**src/rtl/pkw_pkg.sv**
```systemverilog
package pkw_pkg;

    localparam int OP_W      = 6;
    localparam int IO_ADDR_W = 4;

    typedef enum logic [2:0] {
        SL_FETCH = 3'd0,
        SL_F1    = 3'd1,
        SL_F2    = 3'd2,
        SL_F3    = 3'd3,
        SL_F4    = 3'd4,
        SL_IRQ   = 3'd5
    } slot_e;

    typedef enum logic [2:0] {
        PCA_HOLD = 3'd0,
        PCA_INC  = 3'd1,
        PCA_PAGE = 3'd2,
        PCA_RTOP = 3'd3,
        PCA_VEC  = 3'd4,
        PCA_REDO = 3'd5
    } pc_act_e;

    localparam logic [OP_W-1:0] OPC_JUMP  = 6'h00;
    localparam logic [OP_W-1:0] OPC_RET   = 6'h01;
    localparam logic [OP_W-1:0] OPC_JZ    = 6'h02;
    localparam logic [OP_W-1:0] OPC_JNC   = 6'h03;
    localparam logic [OP_W-1:0] OPC_CALL  = 6'h04;
    localparam logic [OP_W-1:0] OPC_LOOP  = 6'h05;
    localparam logic [OP_W-1:0] OPC_REPT  = 6'h06;
    localparam logic [OP_W-1:0] OPC_RTI   = 6'h07;
    localparam logic [OP_W-1:0] OPC_LIT   = 6'h0A;
    localparam logic [OP_W-1:0] OPC_NOP   = 6'h1E;

    // control-flow flags of one field
    typedef struct packed {
        logic jump;
        logic jz;
        logic jnc;
        logic call;
        logic loop;
        logic ret;
        logic rti;
        logic nop;
        logic rept;
        logic lit;
    } flow_ctl_t;

    // I/O-bus part of one field
    typedef struct packed {
        logic                 en;
        logic                 wr;
        logic [IO_ADDR_W-1:0] addr;
    } io_ctl_t;

    function automatic flow_ctl_t decode_flow(input logic [OP_W-1:0] f,
                                              input logic first);
        flow_ctl_t c;
        c = '0;
        if (!f[OP_W-1]) begin
            case (f)
                OPC_JUMP: c.jump = first;
                OPC_JZ:   c.jz   = first;
                OPC_JNC:  c.jnc  = first;
                OPC_CALL: c.call = first;
                OPC_LOOP: c.loop = first;
                OPC_RET:  c.ret  = 1'b1;
                OPC_RTI:  c.rti  = 1'b1;
                OPC_NOP:  c.nop  = 1'b1;
                OPC_REPT: c.rept = 1'b1;
                OPC_LIT:  c.lit  = 1'b1;
                default:  c      = '0;
            endcase
        end
        return c;
    endfunction

    function automatic io_ctl_t decode_io(input logic [OP_W-1:0] f);
        io_ctl_t c;
        c.en   = f[OP_W-1];
        c.wr   = f[OP_W-1] & f[IO_ADDR_W];
        c.addr = f[OP_W-1] ? f[IO_ADDR_W-1:0] : '0;
        return c;
    endfunction

endpackage

```
**src/rtl/pkw_op_decode.sv**
```systemverilog
module pkw_op_decode
    import pkw_pkg::*;
#(
    parameter int WORD_W = 24
) (
    input  logic [WORD_W-1:0] word,
    input  slot_e             slot,
    output logic [OP_W-1:0]   op,
    output logic              op_valid,
    output flow_ctl_t         flow,
    output io_ctl_t           io
);
    localparam int FIELDS = WORD_W / OP_W;

    logic [OP_W-1:0] fld [FIELDS];

    // field 0 is the most significant one and runs first
    for (genvar g = 0; g < FIELDS; g++) begin : g_fld
        assign fld[g] = word[WORD_W-1-g*OP_W -: OP_W];
    end

    always_comb begin
        op       = '0;
        op_valid = 1'b0;
        for (int k = 0; k < FIELDS; k++) begin
            if (slot == slot_e'(k + 1)) begin
                op       = fld[k];
                op_valid = 1'b1;
            end
        end
    end

    assign flow = op_valid ? decode_flow(op, slot == SL_F1) : '0;
    assign io   = op_valid ? decode_io(op) : '0;

endmodule

```
**src/rtl/pkw_slot_ctrl.sv**
```systemverilog
module pkw_slot_ctrl
    import pkw_pkg::*;
#(
    parameter int FIELDS = 4
) (
    input  slot_e     slot,
    input  flow_ctl_t flow,
    input  logic      t_zero,
    input  logic      r_zero,
    input  logic      carry,
    input  logic      irq_pend,
    input  logic      irq_en,
    output slot_e     slot_nx,
    output pc_act_e   pc_act,
    output logic      r_push,
    output logic      r_pop,
    output logic      r_dec,
    output logic      t_pop,
    output logic      lit_take,
    output logic      irq_take,
    output logic      ien_set,
    output logic      ien_clr
);
    localparam slot_e LAST = slot_e'(FIELDS);

    logic end_word;

    always_comb begin
        slot_nx  = SL_FETCH;
        pc_act   = PCA_HOLD;
        r_push   = 1'b0;
        r_pop    = 1'b0;
        r_dec    = 1'b0;
        t_pop    = 1'b0;
        lit_take = 1'b0;
        irq_take = 1'b0;
        ien_set  = 1'b0;
        ien_clr  = 1'b0;
        end_word = 1'b0;
        case (slot)
            SL_FETCH: begin
                slot_nx = SL_F1;
                pc_act  = PCA_INC;
            end
            SL_IRQ: begin
                slot_nx  = SL_FETCH;
                pc_act   = PCA_VEC;
                r_push   = 1'b1;
                irq_take = 1'b1;
                ien_clr  = 1'b1;
            end
            default: begin
                if (flow.jump) begin
                    pc_act   = PCA_PAGE;
                    end_word = 1'b1;
                end else if (flow.jz) begin
                    t_pop    = 1'b1;
                    pc_act   = t_zero ? PCA_PAGE : PCA_HOLD;
                    end_word = 1'b1;
                end else if (flow.jnc) begin
                    pc_act   = carry ? PCA_HOLD : PCA_PAGE;
                    end_word = 1'b1;
                end else if (flow.call) begin
                    r_push   = 1'b1;
                    pc_act   = PCA_PAGE;
                    end_word = 1'b1;
                end else if (flow.loop) begin
                    r_dec    = ~r_zero;
                    r_pop    = r_zero;
                    pc_act   = r_zero ? PCA_HOLD : PCA_PAGE;
                    end_word = 1'b1;
                end else if (flow.ret || flow.rti) begin
                    r_pop    = 1'b1;
                    pc_act   = PCA_RTOP;
                    ien_set  = flow.rti;
                    end_word = 1'b1;
                end else if (flow.nop) begin
                    end_word = 1'b1;
                end else if (flow.rept) begin
                    r_dec    = ~r_zero;
                    r_pop    = r_zero;
                    pc_act   = r_zero ? PCA_HOLD : PCA_REDO;
                    end_word = ~r_zero;
                end else if (flow.lit) begin
                    lit_take = 1'b1;
                    pc_act   = PCA_INC;
                end

                if (slot == LAST) begin
                    slot_nx = (irq_pend && (irq_en || flow.rti)) ? SL_IRQ : SL_FETCH;
                end else if (end_word) begin
                    slot_nx = SL_FETCH;
                end else begin
                    slot_nx = slot_e'(slot + 3'd1);
                end
            end
        endcase
    end

endmodule

```
**src/rtl/pkw_pc_unit.sv**
```systemverilog
module pkw_pc_unit
    import pkw_pkg::*;
#(
    parameter int WORD_W = 24,
    parameter int PAGE_W = 18
) (
    input  logic              clk,
    input  logic              rst,
    input  pc_act_e           pc_act,
    input  logic              capture,
    input  logic [PAGE_W-1:0] tgt_off,
    input  logic [WORD_W-1:0] r_top,
    input  logic [WORD_W-1:0] irq_vec,
    output logic [WORD_W-1:0] pc,
    output logic [WORD_W-1:0] pc_nx
);
    logic [WORD_W-1:0] word_addr;

    always_comb begin
        case (pc_act)
            PCA_INC:  pc_nx = pc + WORD_W'(1);
            PCA_PAGE: pc_nx = {pc[WORD_W-1:PAGE_W], tgt_off};
            PCA_RTOP: pc_nx = r_top;
            PCA_VEC:  pc_nx = irq_vec;
            PCA_REDO: pc_nx = word_addr;
            default:  pc_nx = pc;
        endcase
    end

    always_ff @(posedge clk) begin
        if (rst) begin
            pc        <= '0;
            word_addr <= '0;
        end else begin
            pc <= pc_nx;
            if (capture) begin
                word_addr <= pc;
            end
        end
    end

endmodule

```
**src/rtl/pkw_sequencer.sv**
```systemverilog
module pkw_sequencer
    import pkw_pkg::*;
#(
    parameter int WORD_W = 24,
    parameter int PAGE_W = 18
) (
    input  logic                 clk,
    input  logic                 rst,
    input  logic [WORD_W-1:0]    fetch_word,
    input  logic                 t_zero,
    input  logic                 r_zero,
    input  logic                 carry,
    input  logic [WORD_W-1:0]    r_top,
    input  logic                 irq_pend,
    input  logic [WORD_W-1:0]    irq_vec,
    output logic [2:0]           slot,
    output logic [OP_W-1:0]      op,
    output logic                 op_valid,
    output logic                 io_en,
    output logic                 io_wr,
    output logic [IO_ADDR_W-1:0] io_addr,
    output logic                 fetch_req,
    output logic [WORD_W-1:0]    fetch_addr,
    output logic                 lit_take,
    output logic [WORD_W-1:0]    pc_next,
    output logic                 r_push,
    output logic [WORD_W-1:0]    r_push_data,
    output logic                 r_pop,
    output logic                 r_dec,
    output logic                 t_pop,
    output logic                 irq_take
);
    localparam int FIELDS = WORD_W / OP_W;

    slot_e             slot_q;
    slot_e             slot_nx;
    logic [WORD_W-1:0] ir_q;
    logic              ien_q;
    logic              ien_set;
    logic              ien_clr;
    flow_ctl_t         flow;
    io_ctl_t           ioc;
    pc_act_e           pc_act;
    logic [WORD_W-1:0] pc;

    pkw_op_decode #(.WORD_W(WORD_W)) u_dec (
        .word     (ir_q),
        .slot     (slot_q),
        .op       (op),
        .op_valid (op_valid),
        .flow     (flow),
        .io       (ioc)
    );

    pkw_slot_ctrl #(.FIELDS(FIELDS)) u_ctrl (
        .slot     (slot_q),
        .flow     (flow),
        .t_zero   (t_zero),
        .r_zero   (r_zero),
        .carry    (carry),
        .irq_pend (irq_pend),
        .irq_en   (ien_q),
        .slot_nx  (slot_nx),
        .pc_act   (pc_act),
        .r_push   (r_push),
        .r_pop    (r_pop),
        .r_dec    (r_dec),
        .t_pop    (t_pop),
        .lit_take (lit_take),
        .irq_take (irq_take),
        .ien_set  (ien_set),
        .ien_clr  (ien_clr)
    );

    pkw_pc_unit #(.WORD_W(WORD_W), .PAGE_W(PAGE_W)) u_pc (
        .clk     (clk),
        .rst     (rst),
        .pc_act  (pc_act),
        .capture (slot_q == SL_FETCH),
        .tgt_off (ir_q[PAGE_W-1:0]),
        .r_top   (r_top),
        .irq_vec (irq_vec),
        .pc      (pc),
        .pc_nx   (pc_next)
    );

    always_ff @(posedge clk) begin
        if (rst) begin
            slot_q <= SL_FETCH;
            ir_q   <= '0;
            ien_q  <= 1'b1;
        end else begin
            slot_q <= slot_nx;
            if (slot_q == SL_FETCH) begin
                ir_q <= fetch_word;
            end
            if (ien_clr) begin
                ien_q <= 1'b0;
            end else if (ien_set) begin
                ien_q <= 1'b1;
            end
        end
    end

    assign slot        = slot_q;
    assign io_en       = ioc.en;
    assign io_wr       = ioc.wr;
    assign io_addr     = ioc.addr;
    assign fetch_req   = (slot_q == SL_FETCH) | lit_take;
    assign fetch_addr  = pc;
    assign r_push_data = pc;

endmodule

```
**config.mk**
```make
export PLATFORM = sky130hd
export DESIGN_NAME = pkw_sequencer
export DESIGN_NICKNAME = d
export VERILOG_FILES = /design/src/rtl/pkw_pkg.sv /design/src/rtl/pkw_op_decode.sv /design/src/rtl/pkw_slot_ctrl.sv /design/src/rtl/pkw_pc_unit.sv /design/src/rtl/pkw_sequencer.sv
export SDC_FILE = /design/constraint.sdc
export NUM_CORES = 1
export LEC_CHECK = 0
export BUFFER_PORTS_ARGS = -buffer_cell sky130_fd_sc_hd__buf_2
export CAP_MARGIN = 20
export CORE_UTILIZATION = 40
export DETAILED_ROUTE_END_ITERATION = 10
export GPL_ROUTABILITY_DRIVEN = 1
export PLACE_DENSITY = 0.65
export SYNTH_ARGS = -nofsm -noshare
export SYNTH_HDL_FRONTEND = slang
export SYNTH_SLANG_ARGS = --single-unit
```
**constraint.sdc**
```tcl
create_clock -name clk -period 5.4 [get_ports clk]
set_input_delay 0.27 -clock clk [delete_from_list [all_inputs] [get_ports clk]]
set_output_delay 0.27 -clock clk [all_outputs]
set_load 0.02 [all_outputs]
```
==> summary.md, run 1 <==
| Metric | Value |
|---|---|
| Routed wire per std cell | 18.45 µm |
| Mux share of post-synthesis cell area | 2.276% |
| Die span in y | 115.7 µm |
| Fin Setup TNS | 0 ps |
| Post-CTS Resized | 0 |
| Met2 Usage GRT | 41.40% |
| Peak supply drop | 229.1 µV |
| Worst min path class | input pin to flip-flop |
| WP data arrival | 4420 ps |
| Crit-path max FO | 11 |
| Place WS | 1134 ps |
| NumNets Final | 885 |
| RSZ-0062 raised after global routing | no |
| 1st-iter DRT viols | 538 |
| Top-area cell type share of the netlist area | 29.44% |
| Synth cell types | 83 |
| Min Hold Slack | 160.9 ps |
| GRT Total Usage | 27.33% |
| Switch Pwr | 1586 µW |
| Sequential Power Share | 25.4% |
| Antenna viol nets, final | 0 |
| Sw frac | 50.22% |
| Met1 Use GR | 38.96% |
| Post-route DRC | 0 |
| Tightest Pin Transition | 881.5 ps |
| Starting density of the core | 40.95% |
| F_max | 213.0 MHz |
| Placed instance count | 962 |
| Vias | 5600 |
| Layout Skew | 14.11 ps |
| Adder-cell area share of the yosys netlist | 1.453% |
| Layout cells sized above 1 | 29.53% |
| GP Congestion | 0.9189 |
| Critical Path RT | 5130 ps |
| CP startpoint kind | flip-flop |
| Final setup viols | 0 |
| Slew HR | 41.24% |
| Main combinational cell family by area after synthesis | compound AO/OA/AOI/OAI gates |
| DIE WIDTH | 115.7 µm |
| Critical path type | flip-flop to output pin |
| Most area-hungry cell type in the Yosys netlist | dfxtp_1 |
| Largest net degree at the start of global routing | 68 |
| Gr ovfl total | 0 |
| CORE AREA | 0.01262 mm² |
| Initial antenna violation count | 0 |
| Rows | 41 |
| Fin. Hold Viols | 0 |
| Simple-Gate Fraction of Synth Area | 25.71% |
| XOR/XNOR Fraction of Synth Area | 2.034% |
| Detailed Route WL | 18050 µm |
| CTS Buffer Depth | 2 |
| Total CTS buffers | 9 |
| Clk root buf | clkbuf_16 |
| Most used routing layer | met2 |
| Reg clk slew, reported paths | 60 ps |
| H-tree Lvls | 3 |
| Yosys reg bits | 76 |
| Synthesized net count | 758 |
| Synth Area in Compound Gates | 29.88% |
| Post-Syn Area | 0.005167 mm² |
| Finished Layout Cells | 978 |
| Min setup slack post-route | 705.5 ps |
| Commonest cells post-synth | nand2_1, a21oi_1, dfxtp_1 |
| PortBufs | 172 |
| Inserted Diodes | 0 |
| Die area | 0.01338 mm² |
| Ys flop type | dfxtp_1 |
| CTS tree | done |
| Post-synth EDFFs | 0 |
| Worst skew pair latency | 350 ps |
| Mapped Cells | 674 |
| Vias in the first global route | 4989 |
| Mean post-synth cell area | 7.667 µm² |
| Minimum clock period | 4694 ps |
| Comb power frac | 56.0% |
| Syn. warnings | 0 |
| Pwr Total | 3159 µW |
| Cell Pwr Density | 508.9 mW/mm² |
| Post-DP HPWL | 13450 µm |
| Count leader, synth | nand2_1 |
| First-pass GRT wire length | 27500 µm |
| CTS sink cnt | 76 |
| Clock power share | 18.6% |
| Vias/cell | 5.726 |
| Kind of end point of the critical path | output pin |
| P_leak | 0.002731 µW |
| Met3 usage | 5.021% |
| Internal Power | 1572 µW |
| Max-slew violations | 0 |
| Async S/R FF share, synth | 0% |
| Hold_buf cts | 0 |
| Register area share after synthesis | 29.44% |
| Final clock period utilization by the worst path | 86.93% |
| Post-CTS setup buffer count | 0 |
| Pre-antenna DRT Iters | 5 |
| P&R area growth vs syn | 20.12% |
| Status | completed |
| Top-level I/O count | 173 |
| Area contributors post-synth | dfxtp_1, nand2_1, a21oi_1, buf_4, a22oi_1 |
| Max_cap viols | 0 |
-- placed cells by master, fill, tap and decap left out, types with 7 or more instances in the layout --
cell type / n
o211ai_1: 7
buf_4: 8
a22oi_1: 20
xnor2_1: 9
dfxtp_1: 76
a22o_1: 8
nand4_1: 8
nand2b_1: 8
and2_1: 14
a21oi_1: 78
clkbuf_16: 9
o21ai_0: 21
nand2_1: 132
buf_2: 172
o31ai_1: 7
and3_1: 11
nor3_1: 9
inv_1: 18
o21ai_1: 8
a211oi_1: 10
a31oi_1: 10
nor2_1: 19
nand3_1: 21
-- per-stage QoR --
step	area (µm²)	utilization (%)
floorplan	5167	-
global placement	5917	46.89
detailed placement	5917	46.89
CTS	6207	49.19
global route	6207	49.19
finish	6207	49.19
-- metal layers --
metal	vias up	share of wire, %	wire, µm
li1	2668	-	-
met1	2681	46	8268
met2	228	46	8219
met3	23	6.8	1222
met4	0	1.9	335
met5	-	0	0
-- path summary, 6_finish.rpt --
check | from | to | slack, ps | cells past startpoint
min | fetch_word[2] | ir_q[2]$_SDFFE_PP0P_ | 160 | 3
min reg2reg | u_pc.word_addr[20]$_SDFFE_PP0P_ | u_pc.word_addr[20]$_SDFFE_PP0P_ | 460 | 2
max | slot[0]$_SDFF_PP0_ | pc_next[16] | 710 | 12
max reg2reg | slot[0]$_SDFF_PP0_ | u_pc.pc[2]$_SDFF_PP0_ | 1370 | 12
-- power by group through the flow --
stage	Combinational [µW]	Clock [µW]	Sequential [µW]
2_1_floorplan	1260	0	821
3_3_place_gp	1740	0	806
3_5_place_dp	1750	0	810
4_1_cts	1750	596	799
5_1_grt	1910	626	817
6_report	1770	589	802
-- sequential cells by signal (all words and copies together) (netlist names) --
register / cells
ien_q: 1
ir_q: 24
slot: 3
u_pc.pc: 24
u_pc.word_addr: 24
-- final cells by class --
| class | instances | area (µm²) |
|---|---|---|
| repair buffers | 180 | 920.9 |
| clock inverters | 3 | 20.02 |
| multi-input cells | 513 | 3181 |
| fillers | 1275 | 6412 |
| inverters | 21 | 78.83 |
| well taps | 172 | 215.2 |
| flip-flops and latches | 76 | 1521 |
| clock buffers | 13 | 270.3 |
-- logic make-up (layout without fill, tap and decap cells) --
kind of cell | count (synthesis) | after routing
mux | 10 | 10
compound gates | 219 | 219
simple gates | 266 | 266
flops | 76 | 76
buf+inv | 85 | 217
fa+ha+maj | 6 | 6
xor+xnor | 12 | 12
-- critical path, cell delays in order, from the launching register on --
cell and delay, ps:
dfxtp_1 340, ha_1 210, ha_1 350, a22o_1 340, a311oi_2 360, or2_1 430, nand3_4 210, o21ai_4 330
and2_1 460, mux2i_1 380, o21ai_0 170, or3_1 340, buf_2 170
(Power assumes the default switching activity.)
==> inputs of run 2 (changes only) <==
Settings changed: CAP_MARGIN 20 to 5, CORE_UTILIZATION 40 to 50, PLACE_DENSITY 0.65 to 0.78.
==> run 2 against run 1 <==
Effect of this change: final cell count down 4.1%; count of clock-buffer cells in the layout is 2 lower; worst setup slack better by 25 ps; register-to-register slack better by 50 ps; wire length fell by 3.0%; combinational power about the same; die area is 20% lower; highest routed layer unchanged.
==> summary.md, run 2 (synthesis results as in run 1) <==
| Metric | Value |
|---|---|
| CP startpoint kind | flip-flop |
| Critical Path RT | 5130 ps (about the same) |
| Sequential Power Share | 26.5% (+1.1 points) |
| Initial antenna violation count | 0 (unchanged) |
| Routed wire per std cell | 18.65 µm (+1.1%) |
| Reg clk slew, reported paths | 90 ps (+30 ps) |
| Sequential Area | 0.001521 mm² (unchanged) |
| Tightest Pin Transition | 884.6 ps (+3.173 ps) |
| Layout Skew | 13.98 ps (-0.1301 ps) |
| Multi-input logic area | 0.003181 mm² (unchanged) |
| Place WS | 1193 ps (+58.75 ps) |
| Largest regs | ir_q x24, u_pc.pc x24, u_pc.word_addr x24 |
| Crit-path max FO | 18 (+7) |
| Antenna viol nets, final | 0 (unchanged) |
| Gr ovfl total | 0 (unchanged) |
| Max-slew violations | 0 (unchanged) |
| Most frequent cells in the layout | buf_2, nand2_1, a21oi_1, dfxtp_1 |
| Slew HR | 40.48% (-0.76 points) |
| Max_cap viols | 0 (unchanged) |
| Cell Pwr Density | 496.9 mW/mm² (-2.3%) |
| RSZ-0062 raised after global routing | no |
| Layout cells sized above 1 | 29.44% (-0.088 points) |
| Vias/cell | 6.084 (+6.3%) |
| Crit-path cells | ha_1 > ha_1 > and4bb_1 > a311oi_2 > or2_1 > nand3_4 > o31ai_4 > nand2_2 > inv_2 > o21ai_1 > a32o_1 > a21oi_1 > buf_2 |
| PortBufs | 172 (unchanged) |
| WP data arrival | 4400 ps (-20 ps) |
| CP max stage delay | 460 ps (about the same) |
| DIE WIDTH | 103.7 µm (-10%) |
| CORE AREA | 0.009910 mm² (-21%) |
| Final setup viols | 0 (unchanged) |
| Final clock period utilization by the worst path | 86.47% (-0.47 points) |
| Minimum clock period | 4669 ps (-25.30 ps) |
| NumNets Final | 884 (-0.11%) |
| Fin. Hold Viols | 0 (unchanged) |
| Worst skew pair latency | 350 ps (about the same) |
| CP most frequent cell | ha_1 |
| Die area | 0.01075 mm² (-20%) |
| Largest net degree at the start of global routing | 68 (unchanged) |
| Internal Power | 1452 µW (-7.7%) |
| CP top delay family | simple AND/OR/NAND/NOR gates |
| GP Congestion | 0.9682 (+5.4%) |
| P&R area growth vs syn | 17.31% |
| Buf/Inv on CP | 2 (+1) |
| Min setup slack post-route | 730.8 ps (+25.30 ps) |
| Vias in the first global route | 5294 (+6.1%) |
| Rows | 36 (-12%) |
| Hold wc startpoint | fetch_word[20] |
| Sw frac | 51.82% (+1.6 points) |
| 1st-iter DRT viols | 385 (-28%) |
| Critical Path Start | slot[1]$_SDFF_PP0_ |
| Peak supply drop | 229.8 µV (+0.29%) |
| CTS tree | done |
| GRT Total Usage | 32.34% (+5.0 points) |
| R2r startpoint | slot[1]$_SDFF_PP0_ |
| Pre-antenna DRT Iters | 5 (unchanged) |
| Die span in y | 103.7 µm (-10%) |
| Fillers | 952 (-25%) |
| Commonest non-fill, non-tap cell in the layout | buf_2 |
| Post-CTS setup buffer count | 0 (unchanged) |
| CTS sink cnt | 76 (unchanged) |
| Post-CTS Resized | 0 (unchanged) |
| First-pass GRT wire length | 27800 µm (+1.1%) |
| Inserted Diodes | 0 (unchanged) |
| H-tree Lvls | 3 (unchanged) |
| Clk root buf | clkbuf_8 |
| CTS Buffer Depth | 2 (unchanged) |
| Vias | 5707 (+1.9%) |
| Status | completed |
| Post-DP HPWL | 13060 µm (-2.8%) |
| CP max stage cell | ha_1 |
| Worst min path class | input pin to flip-flop |
| Kind of end point of the critical path | output pin |
| Top-level I/O count | 173 (unchanged) |
| P_leak | 0.002688 µW (-1.6%) |
| Comb power frac | 58.3% (+2.3 points) |
| Switch Pwr | 1561 µW (-1.6%) |
| Fin Setup TNS | 0 ps (unchanged) |
| Utilization after layout | 61.17% (+12 points) |
| Detailed Route WL | 17500 µm (-3.0%) |
| Hold_buf cts | 0 (unchanged) |
| Finished Layout Cells | 938 (-4.1%) |
| Post-route DRC | 0 (unchanged) |
| F_max | 214.2 MHz (+0.54%) |
| Critical path type | flip-flop to output pin |
| Starting density of the core | 52.15% (+11 points) |
| Placed instance count | 922 (-4.2%) |
| Clock power share | 15.2% (-3.4 points) |
| Total CTS buffers | 9 (unchanged) |
[run 2: routing by layer]
metal / routed length (µm) / track usage, % / vias to the layer above
met5: 0 / 0 / -
met3: 1389 / 5.475 / 43
met4: 505 / 12.24 / 0
li1: - / - / 2664
met2: 8006 / 51.34 / 306
met1: 7594 / 43.86 / 2694
[run 2: area by class of cell]
| cell class | count | area share [%] |
|---|---|---|
| Multi-Input combinational cell | 513 | 52.47 |
| Sequential cell | 76 | 25.10 |
| Timing Repair Buffer | 179 | 15.07 |
| Tap cell | 133 | 2.745 |
| Clock buffer | 11 | 2.332 |
| Inverter | 21 | 1.300 |
| Clock inverter | 5 | 0.9907 |
[run 2: worst min-delay path, delay by kind of cell]
family          cells  cell delay [ps]
compound gates      1               50
buf+inv             1              100
simple gates        1               50
[run 2: stage by stage]
stage	area (µm²)	hold WS [ps]	power, µW
2_1_floorplan	5167	406.0	2081
4_1_cts	6062	145.8	2993
3_5_place_dp	5861	447.0	2539
6_report	6062	151.4	3012
5_1_grt	6062	149.6	3181
3_3_place_gp	5861	441.5	2516
[run 2: final timing paths]
| check | slack [ps] | endpoint | cells after the start |
|---|---|---|---|
| setup / recovery | 730 | pc_next[9] | 13 |
| hold / removal | 150 | ir_q[20]$_SDFFE_PP0P_ | 3 |
| setup reg to reg | 1420 | u_pc.pc[9]$_SDFF_PP0_ | 12 |
| hold reg to reg | 460 | u_pc.word_addr[4]$_SDFFE_PP0P_ | 2 |
[run 2: power groups by stage]
stage               registers, µW  logic [µW]  clock network (µW)
floorplan                     821        1260                   0
global placement              800        1720                   0
detailed placement            807        1730                   0
CTS                           794        1740                 462
global route                  812        1880                 485
finish                        798        1760                 458
==> inputs of run 3 (changes only) <==
--- a/config.mk
+++ b/config.mk
@@ -12,2 +12,3 @@
 export GPL_ROUTABILITY_DRIVEN = 1
+export GPL_TIMING_DRIVEN = 0
 export PLACE_DENSITY = 0.78
--- a/constraint.sdc
+++ b/constraint.sdc
@@ -3,2 +3,2 @@
 set_output_delay 0.27 -clock clk [all_outputs]
-set_load 0.02 [all_outputs]
+set_load 0.005 [all_outputs]
==> run 3 against run 2 <==
Effect of this change: die area unchanged; final cell count up 6.0%; utilization up 3.2 points; count of clock-buffer cells in the layout down 1; final area up 5.2%; total power down 4.2%; wire length up 5.2%; maximum frequency up 2.3%; via count up 1.9%; largest power group unchanged; highest routed layer unchanged; first-iteration DRC count up 10%; global-route usage up 1.5 points.
==> summary.md, run 3 (synthesis results as in run 1) <==
| Metric | Value |
|---|---|
| Buf/Inv on CP | 6 (+4) |
| Fin. Hold Viols | 0 (unchanged) |
| WP data arrival | 4300 ps (-100 ps) |
| GP Congestion | 0.9870 (+1.9%) |
| Clock power share | 15.1% (about the same) |
| Minimum clock period | 4565 ps (-104.0 ps) |
| Top-level I/O count | 173 (unchanged) |
| Worst setup path end | pc_next[18] |
| Finished Layout Cells | 994 (+6.0%) |
| Rows | 36 (unchanged) |
| Largest net degree at the start of global routing | 13 (-81%) |
| Vias in the first global route | 5406 (+2.1%) |
| CP max stage delay | 590 ps (+130 ps) |
| RSZ-0062 raised after global routing | no |
| Max_cap viols | 0 (unchanged) |
| 1st-iter DRT viols | 425 (+10%) |
| Worst skew pair latency | 360 ps (about the same) |
| CTS sink cnt | 76 (unchanged) |
| P_leak | 0.002884 µW (+7.3%) |
| CTS tree | done |
| Commonest non-fill, non-tap cell in the layout | buf_2 |
| Sequential Power Share | 27.8% (+1.3 points) |
| Critical Path RT | 5130 ps (about the same) |
| Kind of end point of the critical path | output pin |
| Reg clk slew, reported paths | 90 ps (about the same) |
| Cell depth of the worst setup path | 16 (+3) |
| CP top delay family | simple AND/OR/NAND/NOR gates |
| R2r endpoint | u_pc.pc[5]$_SDFF_PP0_ |
| CP max stage cell | nor2_2 |
| Post-CTS setup buffer count | 0 (unchanged) |
| Comb power frac | 57.1% (-1.2 points) |
| PortBufs | 172 (unchanged) |
| CP startpoint kind | flip-flop |
| Switch Pwr | 1372 µW (-12%) |
| Peak supply drop | 253.5 µV (+10%) |
| Slew HR | 36.96% (-3.5 points) |
| Crit-path cells | buf_6 > inv_1 > ha_1 > buf_4 > a22o_1 > a311oi_2 > or2_1 > buf_4 > inv_2 > a21o_1 > o221ai_1 > nand3_1 > nor2_2 > a22oi_1 > nand3_1 > buf_2 |
| H-tree Lvls | 3 (unchanged) |
| DIE WIDTH | 103.7 µm (unchanged) |
| Die area | 0.01075 mm² (unchanged) |
| Final clock period utilization by the worst path | 84.54% (-1.9 points) |
| Sw frac | 47.56% (-4.3 points) |
| Largest regs | ir_q x24, u_pc.pc x24, u_pc.word_addr x24 |
| Post-route DRC | 0 (unchanged) |
| Place WS | 1288 ps (+95.40 ps) |
| Reg-to-reg setup timing slack | 1430 ps (about the same) |
| Internal Power | 1513 µW (+4.2%) |
| P&R area growth vs syn | 23.39% |
| Starting density of the core | 52.15% (unchanged) |
| CORE AREA | 0.009910 mm² (unchanged) |
| Vias/cell | 5.848 (-3.9%) |
| Critical Path Start | slot[2]$_SDFF_PP0_ |
| Register-to-Register Path Depth | 15 (+3) |
| Antenna viol nets, final | 0 (unchanged) |
| Layout cells sized above 1 | 31.01% (+1.6 points) |
| Crit-path max FO | 10 (-8) |
| Utilization after layout | 64.34% (+3.2 points) |
| Min setup slack post-route | 834.8 ps (+104.0 ps) |
| Die span in y | 103.7 µm (unchanged) |
| Sequential Area | 0.001521 mm² (unchanged) |
| Most frequent cells in the layout | buf_2, nand2_1, a21oi_1, dfxtp_1, buf_4 |
| GRT Total Usage | 33.83% (+1.5 points) |
| Clk root buf | clkbuf_8 |
| Multi-input logic area | 0.003171 mm² (-0.31%) |
| Routed wire per std cell | 18.51 µm (-0.77%) |
| Initial antenna violation count | 0 (unchanged) |
| Post-DP HPWL | 14230 µm (+8.9%) |
| Vias | 5813 (+1.9%) |
| Status | completed |
| Layout Skew | 14.77 ps (+0.7967 ps) |
| Final setup viols | 0 (unchanged) |
| Pre-antenna DRT Iters | 5 (unchanged) |
| F_max | 219.0 MHz (+2.3%) |
| Critical path type | flip-flop to output pin |
| CTS Buffer Depth | 2 (unchanged) |
| First-pass GRT wire length | 28810 µm (+3.6%) |
| Hold_buf cts | 0 (unchanged) |
| Total CTS buffers | 9 (unchanged) |
| Fin Setup TNS | 0 ps (unchanged) |
| R2r startpoint | slot[2]$_SDFF_PP0_ |
| Placed instance count | 979 (+6.2%) |
| Max-slew violations | 0 (unchanged) |
| Inserted Diodes | 0 (unchanged) |
| Fillers | 913 (-4.1%) |
| Tightest Pin Transition | 936.9 ps (+52.30 ps) |
| Gr ovfl total | 0 (unchanged) |
| Cell Pwr Density | 452.5 mW/mm² (-8.9%) |
| Worst min path class | input pin to flip-flop |
| Detailed Route WL | 18400 µm (+5.2%) |
| NumNets Final | 941 (+6.4%) |
| Post-CTS Resized | 0 (unchanged) |
## run 3: power groups by stage
stage	Combinational [µW]	Clock (µW)	Sequential, µW
6_report	1650	435	803
5_1_grt	1790	463	817
4_1_cts	1620	437	800
3_5_place_dp	1610	0	812
3_3_place_gp	1600	0	806
2_1_floorplan	1080	0	771
## run 3: worst min-delay path by stage
stage,end,slack [ps],from,cells after the start
global route,ir_q[12]$_SDFFE_PP0P_,150,fetch_word[12],3
finish,ir_q[12]$_SDFFE_PP0P_,150,fetch_word[12],3
floorplan,ir_q[18]$_SDFFE_PP0P_,410,fetch_word[18],2
detailed placement,u_pc.word_addr[18]$_SDFFE_PP0P_,450,u_pc.word_addr[18]$_SDFFE_PP0P_,2
CTS,ir_q[12]$_SDFFE_PP0P_,140,fetch_word[12],3
global placement,u_pc.word_addr[4]$_SDFFE_PP0P_,440,u_pc.word_addr[4]$_SDFFE_PP0P_,2
## run 3: metrics by stage
step / hold slack, ps / total power, µW / cell area (µm²)
2_1_floorplan: 406.0 / 1848 / 5167
3_3_place_gp: 441.8 / 2402 / 6195
3_5_place_dp: 446.8 / 2426 / 6195
4_1_cts: 144.4 / 2856 / 6376
5_1_grt: 147.1 / 3065 / 6376
6_report: 147.7 / 2886 / 6376
## run 3: final cells by class
cell class	instances	area share [%]
Multi-Input combinational cell	513	49.73
Sequential cell	76	23.86
Timing Repair Buffer	172	13.50
Buffer	64	6.221
Tap cell	133	2.610
Clock buffer	10	2.002
Inverter	21	1.236
Clock inverter	5	0.8438
## run 3: routing by layer
layer	up-vias	part of all wire [%]	global-route usage, %	wire (µm)
li1	2772	-	-	-
met1	2699	45	46.69	8237
met2	303	44	52.59	8020
met3	39	8.8	6.356	1611
met4	0	2.9	12.04	529
met5	-	0	0	0
## run 3: worst register-to-register path: stages, from the launching register on
cell	delay, ps
dfxtp_1	470
buf_6	190
inv_1	70
ha_1	230
buf_4	190
a22o_1	280
a311oi_2	340
or2_1	150
buf_4	170
inv_2	80
a21o_1	200
o221ai_1	90
nand3_1	420
nor2_2	590
a211oi_1	190
a211oi_1	220
